==> config.mk <==
export PLATFORM = sky130hd
export DESIGN_NAME = dac_byte_front
export DESIGN_NICKNAME = d
export VERILOG_FILES = /design/src/rtl/dac_front_pkg.sv /design/src/rtl/dac_wr_seq.sv /design/src/rtl/dac_in_latch.sv /design/src/rtl/dac_out_reg.sv /design/src/rtl/dac_byte_front.sv
export SDC_FILE = /design/constraint.sdc
export NUM_CORES = 1
export LEC_CHECK = 0
export ABC_CLOCK_PERIOD_IN_PS = 2600
export BUFFER_PORTS_ARGS = -buffer_cell sky130_fd_sc_hd__buf_2
export CAP_MARGIN = 20
export CORE_MARGIN = 1.5
export CORE_UTILIZATION = 35
export CTS_CLUSTER_SIZE = 16
export DETAILED_ROUTE_END_ITERATION = 12
export GPL_TIMING_DRIVEN = 0
export MAX_ROUTING_LAYER = met4
export SYNTH_ARGS = -nofsm -noshare
export SYNTH_HDL_FRONTEND = slang
export SYNTH_HIERARCHICAL = 1
export SYNTH_SLANG_ARGS = --single-unit
==> constraint.sdc <==
create_clock -name clk -period 2.6 [get_ports clk]
set_input_delay 0.13 -clock clk [delete_from_list [all_inputs] [get_ports clk]]
set_output_delay 0.13 -clock clk [all_outputs]
set_load 0.02 [all_outputs]
==> src/rtl/dac_front_pkg.sv <==
package dac_front_pkg;

    typedef enum logic [1:0] {
        XFER_AUTO = 2'b00,
        XFER_CPU  = 2'b01,
        XFER_EXT  = 2'b10,
        XFER_EXT2 = 2'b11
    } xfer_mode_e;

    typedef enum logic {
        SEQ_WAIT_HI = 1'b0,
        SEQ_WAIT_LO = 1'b1
    } seq_state_e;

endpackage

==> src/rtl/dac_wr_seq.sv <==
module dac_wr_seq
    import dac_front_pkg::*;
(
    input  logic       clk,
    input  logic       rst_n,
    input  logic       sel,
    input  logic       wr,
    input  logic       hi_byte,
    output logic       ld_hi,
    output logic       ld_lo,
    output logic       pair_done,
    output seq_state_e state
);

    seq_state_e state_nx;
    logic       bus_wr;

    assign bus_wr = sel && wr;

    always_ff @(posedge clk or negedge rst_n) begin
        if (!rst_n) begin
            state <= SEQ_WAIT_HI;
        end else begin
            state <= state_nx;
        end
    end

    always_comb begin
        state_nx = state;
        unique case (state)
            SEQ_WAIT_HI: if (bus_wr && hi_byte) state_nx = SEQ_WAIT_LO;
            SEQ_WAIT_LO: if (bus_wr && !hi_byte) state_nx = SEQ_WAIT_HI;
            default:     state_nx = SEQ_WAIT_HI;
        endcase
    end

    always_comb begin
        ld_hi     = bus_wr && hi_byte;
        ld_lo     = bus_wr && !hi_byte;
        pair_done = 1'b0;
        unique case (state)
            SEQ_WAIT_HI: pair_done = 1'b0;
            SEQ_WAIT_LO: pair_done = ld_lo;
            default:     pair_done = 1'b0;
        endcase
    end

endmodule

==> src/rtl/dac_in_latch.sv <==
module dac_in_latch #(
    parameter int CODE_W = 10,
    parameter int BUS_W  = 8
) (
    input  logic              clk,
    input  logic              rst_n,
    input  logic              ld_hi,
    input  logic              ld_lo,
    input  logic [BUS_W-1:0]  bus,
    output logic [CODE_W-1:0] latch_q,
    output logic [CODE_W-1:0] latch_nx
);

    localparam int LO_W = CODE_W - BUS_W;

    always_comb begin
        latch_nx = latch_q;
        if (ld_hi) begin
            latch_nx = {bus, bus[BUS_W-1 -: LO_W]};
        end else if (ld_lo) begin
            latch_nx[LO_W-1:0] = bus[BUS_W-1 -: LO_W];
        end
    end

    always_ff @(posedge clk or negedge rst_n) begin
        if (!rst_n) begin
            latch_q <= '0;
        end else begin
            latch_q <= latch_nx;
        end
    end

endmodule

==> src/rtl/dac_out_reg.sv <==
module dac_out_reg
    import dac_front_pkg::*;
#(
    parameter int CODE_W = 10
) (
    input  logic              clk,
    input  logic              rst_n,
    input  xfer_mode_e        mode,
    input  logic              pair_done,
    input  logic              xfer,
    input  logic              wr,
    input  logic [CODE_W-1:0] latch_q,
    input  logic [CODE_W-1:0] latch_nx,
    output logic [CODE_W-1:0] code_out,
    output logic              upd
);

    logic              load;
    logic [CODE_W-1:0] src;

    always_comb begin
        load = 1'b0;
        src  = latch_q;
        unique case (mode)
            XFER_AUTO: begin
                load = pair_done;
                src  = latch_nx;
            end
            XFER_CPU:  load = xfer && wr;
            XFER_EXT,
            XFER_EXT2: load = xfer;
            default:   load = 1'b0;
        endcase
    end

    always_ff @(posedge clk or negedge rst_n) begin
        if (!rst_n) begin
            code_out <= '0;
            upd      <= 1'b0;
        end else begin
            upd <= load;
            if (load) code_out <= src;
        end
    end

endmodule

==> src/rtl/dac_byte_front.sv <==
module dac_byte_front
    import dac_front_pkg::*;
#(
    parameter int CODE_W = 10,
    parameter int BUS_W  = 8
) (
    input  logic              clk,
    input  logic              rst_n,
    input  logic              sel,
    input  logic              wr,
    input  logic              hi_byte,
    input  logic              xfer,
    input  logic [1:0]        mode,
    input  logic [BUS_W-1:0]  bus,
    output logic [CODE_W-1:0] code_out,
    output logic              upd
);

    logic              ld_hi;
    logic              ld_lo;
    logic              pair_done;
    seq_state_e        seq_state;
    logic [CODE_W-1:0] latch_q;
    logic [CODE_W-1:0] latch_nx;
    xfer_mode_e        mode_e;

    assign mode_e = xfer_mode_e'(mode);

    dac_wr_seq i_seq (
        .clk       (clk),
        .rst_n     (rst_n),
        .sel       (sel),
        .wr        (wr),
        .hi_byte   (hi_byte),
        .ld_hi     (ld_hi),
        .ld_lo     (ld_lo),
        .pair_done (pair_done),
        .state     (seq_state)
    );

    dac_in_latch #(.CODE_W(CODE_W), .BUS_W(BUS_W)) i_latch (
        .clk      (clk),
        .rst_n    (rst_n),
        .ld_hi    (ld_hi),
        .ld_lo    (ld_lo),
        .bus      (bus),
        .latch_q  (latch_q),
        .latch_nx (latch_nx)
    );

    dac_out_reg #(.CODE_W(CODE_W)) i_out (
        .clk       (clk),
        .rst_n     (rst_n),
        .mode      (mode_e),
        .pair_done (pair_done),
        .xfer      (xfer),
        .wr        (wr),
        .latch_q   (latch_q),
        .latch_nx  (latch_nx),
        .code_out  (code_out),
        .upd       (upd)
    );

endmodule

==> flow_summary.yaml <==
clock_tree:
  worstSkewPairLatency_ns: 0.29
  root_buffer: "clkbuf_4"
  cts_buffer_depth: 2
  clkSlewWorstSetupHoldPaths_ns: 0.11
  htree_levels: 1
  post_cts_resized: 0
  cts_buffers: 3
  cts_num_sinks: 22
  cts_tree: "done"
yosys:
  ys_seq_area_frac: 0.533
  synthCells: 64
  synthFlopType: "dfrtp_1"
  syn_area_per_cell_um2: 16.1
  synth_area_um2: 1030
  synth_common_cells: "dfrtp_1, mux2_2, mux2_4"
  synth_warnings: 6
  async_flop_share: 1.00
  synth_cell_types: 12
  synth-edff-count: 0
  synth_top_area_share: 0.533
  yosysMostFrequentCell: "dfrtp_1"
  synth_area_leaders: "dfrtp_1, mux2_2, mux2_4"
  synth_top_cell_by_area: "dfrtp_1"
  syn-num-nets: 80
  synth-seq-cells: 22
cells_and_area:
  multi_input_area_um2: 445
  fillers: 261
  regArea_um2: 551
  areaGrowthSynthToFinish_pct: 19.5
  num_antenna_cells: 0
  final_cells: 125
  drive_gt1_frac: 0.691
  final_util: 0.444
  final_area_um2: 1230
  nets: 112
route:
  antenna_left: 0
  via_per_inst: 4.82
  drc: 0
  drt_pass1_iterations: 2
  avgRoutedWirePerCell_um: 13.4
  drtIter0Drc: 7
  wirelength_mm: 1.67
  vias: 603
floorplan:
  die_w_um: 57.3
  initial_core_util: 0.371
  ios: 27
  die-height_um: 57.3
  dieArea_um2: 3280
  core-area_um2: 2780
  rows: 19
timing:
  setup_viol: 0
  fmax_mhz: 735
  slew_viol_final: 0
  fin_crit_sh: 0.524
  final.setup_skew_ns: 0.00431
  rsz0062_at_grt: "false"
  worst_slew_pin_slew_ns: 0.469
  tns_ns: 0
  relSlewSlack: 0.687
  whs_ns: 0.0748
  period_minus_slack_ns: 1.36
  hold_viol: 0
global_routing:
  grt_util_met3: 0.0272
  grt_usage: 0.122
  globalRoute.totalOverflow: 0
  grt_max_degree: 23
  grt_pass1_vias: 619
  busiest_layer: "met2"
  met1_usage: 0.149
  grtUsageMet2: 0.190
  antenna_found_initial: 0
  grt_first_pass_wirelength_mm: 2.92
worst_setup_path:
  critPathCaptureType: "flip-flop"
  crit_fanout: 10
  required_ns: 2.79
  crit_path_start_kind: "flip-flop"
  crit_type: "reg -> reg"
  worstPathArrival_ns: 1.55
job:
  maxCapViolCount: 0
power:
  p_leak_nw: 0.598
  power-per-cell-area_nw_per_um2: 744
  ir_drop_v: 0.000426
place:
  dp_cells: 121
  placed_area_um2: 1200
  port_buffers: 26
  routabilityCongestion: 0.690
min_path:
  hold_path.class: "in -> reg"
run_status:
  outcome: "finished, final reports clean"
cells by family after synthesis:
kind of cell | Yosys count | share of synthesized area
mux | 30 | 0.367
flops | 22 | 0.533
simple gates | 6 | 0.0400
compound gates | 3 | 0.0242
buf+inv | 3 | 0.0351
worst paths after layout:
kind / from / to / slack (ns) / cells after the start
hold reg to reg: flip-flop / flip-flop / 0.49 / 1
hold / removal: bus[2] / i_latch/latch_q[4] / 0.07 / 2
setup reg to reg: flip-flop / i_out/code_out[2] / 1.24 / 4
min in group asynchronous: rst_n / i_out/code_out[8] / 0.30 / 2
max in group asynchronous: rst_n / i_out/upd / 1.98 / 2
setup / recovery: flip-flop / i_out/code_out[2] / 1.24 / 4
report_power, final:
part / leakage [nW] / switching, mW / internal [mW]
logic: 0.322 / 0.141 / 0.169
clock network: 0.0138 / 0.0927 / 0.0539
registers: 0.262 / 0.0387 / 0.422
total: 0.598 / 0.273 / 0.645
metal layers:
layer,up-vias,part of all wire
met5,-,0
met1,296,0.46
met2,13,0.47
met3,4,0.042
li1,290,-
met4,0,0.022
layout make-up:
class,instances,share of cell area
clock buffers,3,0.0183
plain buffers,3,0.0294
flip-flops and latches,22,0.446
repair buffers,27,0.114
multi-input cells,39,0.361
well taps,31,0.0314
sequential cells by signal (all words and copies together) (netlist names), named ones only:
signal           flops
i_latch/latch_q     10
i_out/code_out      10
i_out/upd            1
through the flow:
step / power (mW) / setup slack (ns)
floorplan: 0.687 / 1.13
global placement: 0.773 / 0.959
detailed placement: 0.782 / 0.948
CTS: 0.932 / 1.23
global route: 0.980 / 1.12
finish: 0.918 / 1.24
critical path, cell delays in order, from the launching register on:
cell and delay (ns):
dfrtp_1 0.40, nor3b_1 0.14, a22o_2 0.25, buf_6 0.16, mux2_4 0.30
layout by cell type, fill, tap and decap left out, types with 2 or more instances in the layout:
master	n
mux2_2	19
clkbuf_4	3
buf_2	26
mux2_4	11
a21o_1	2
nor2_1	2
dfrtp_1	22
buf_6	2
timing repair:
action,in CTS,in global routing
hold buffers,1,0
hold endpoints to repair,22,0
buffers inserted,0,0
Note: power is estimated with default switching activity, not from simulation.
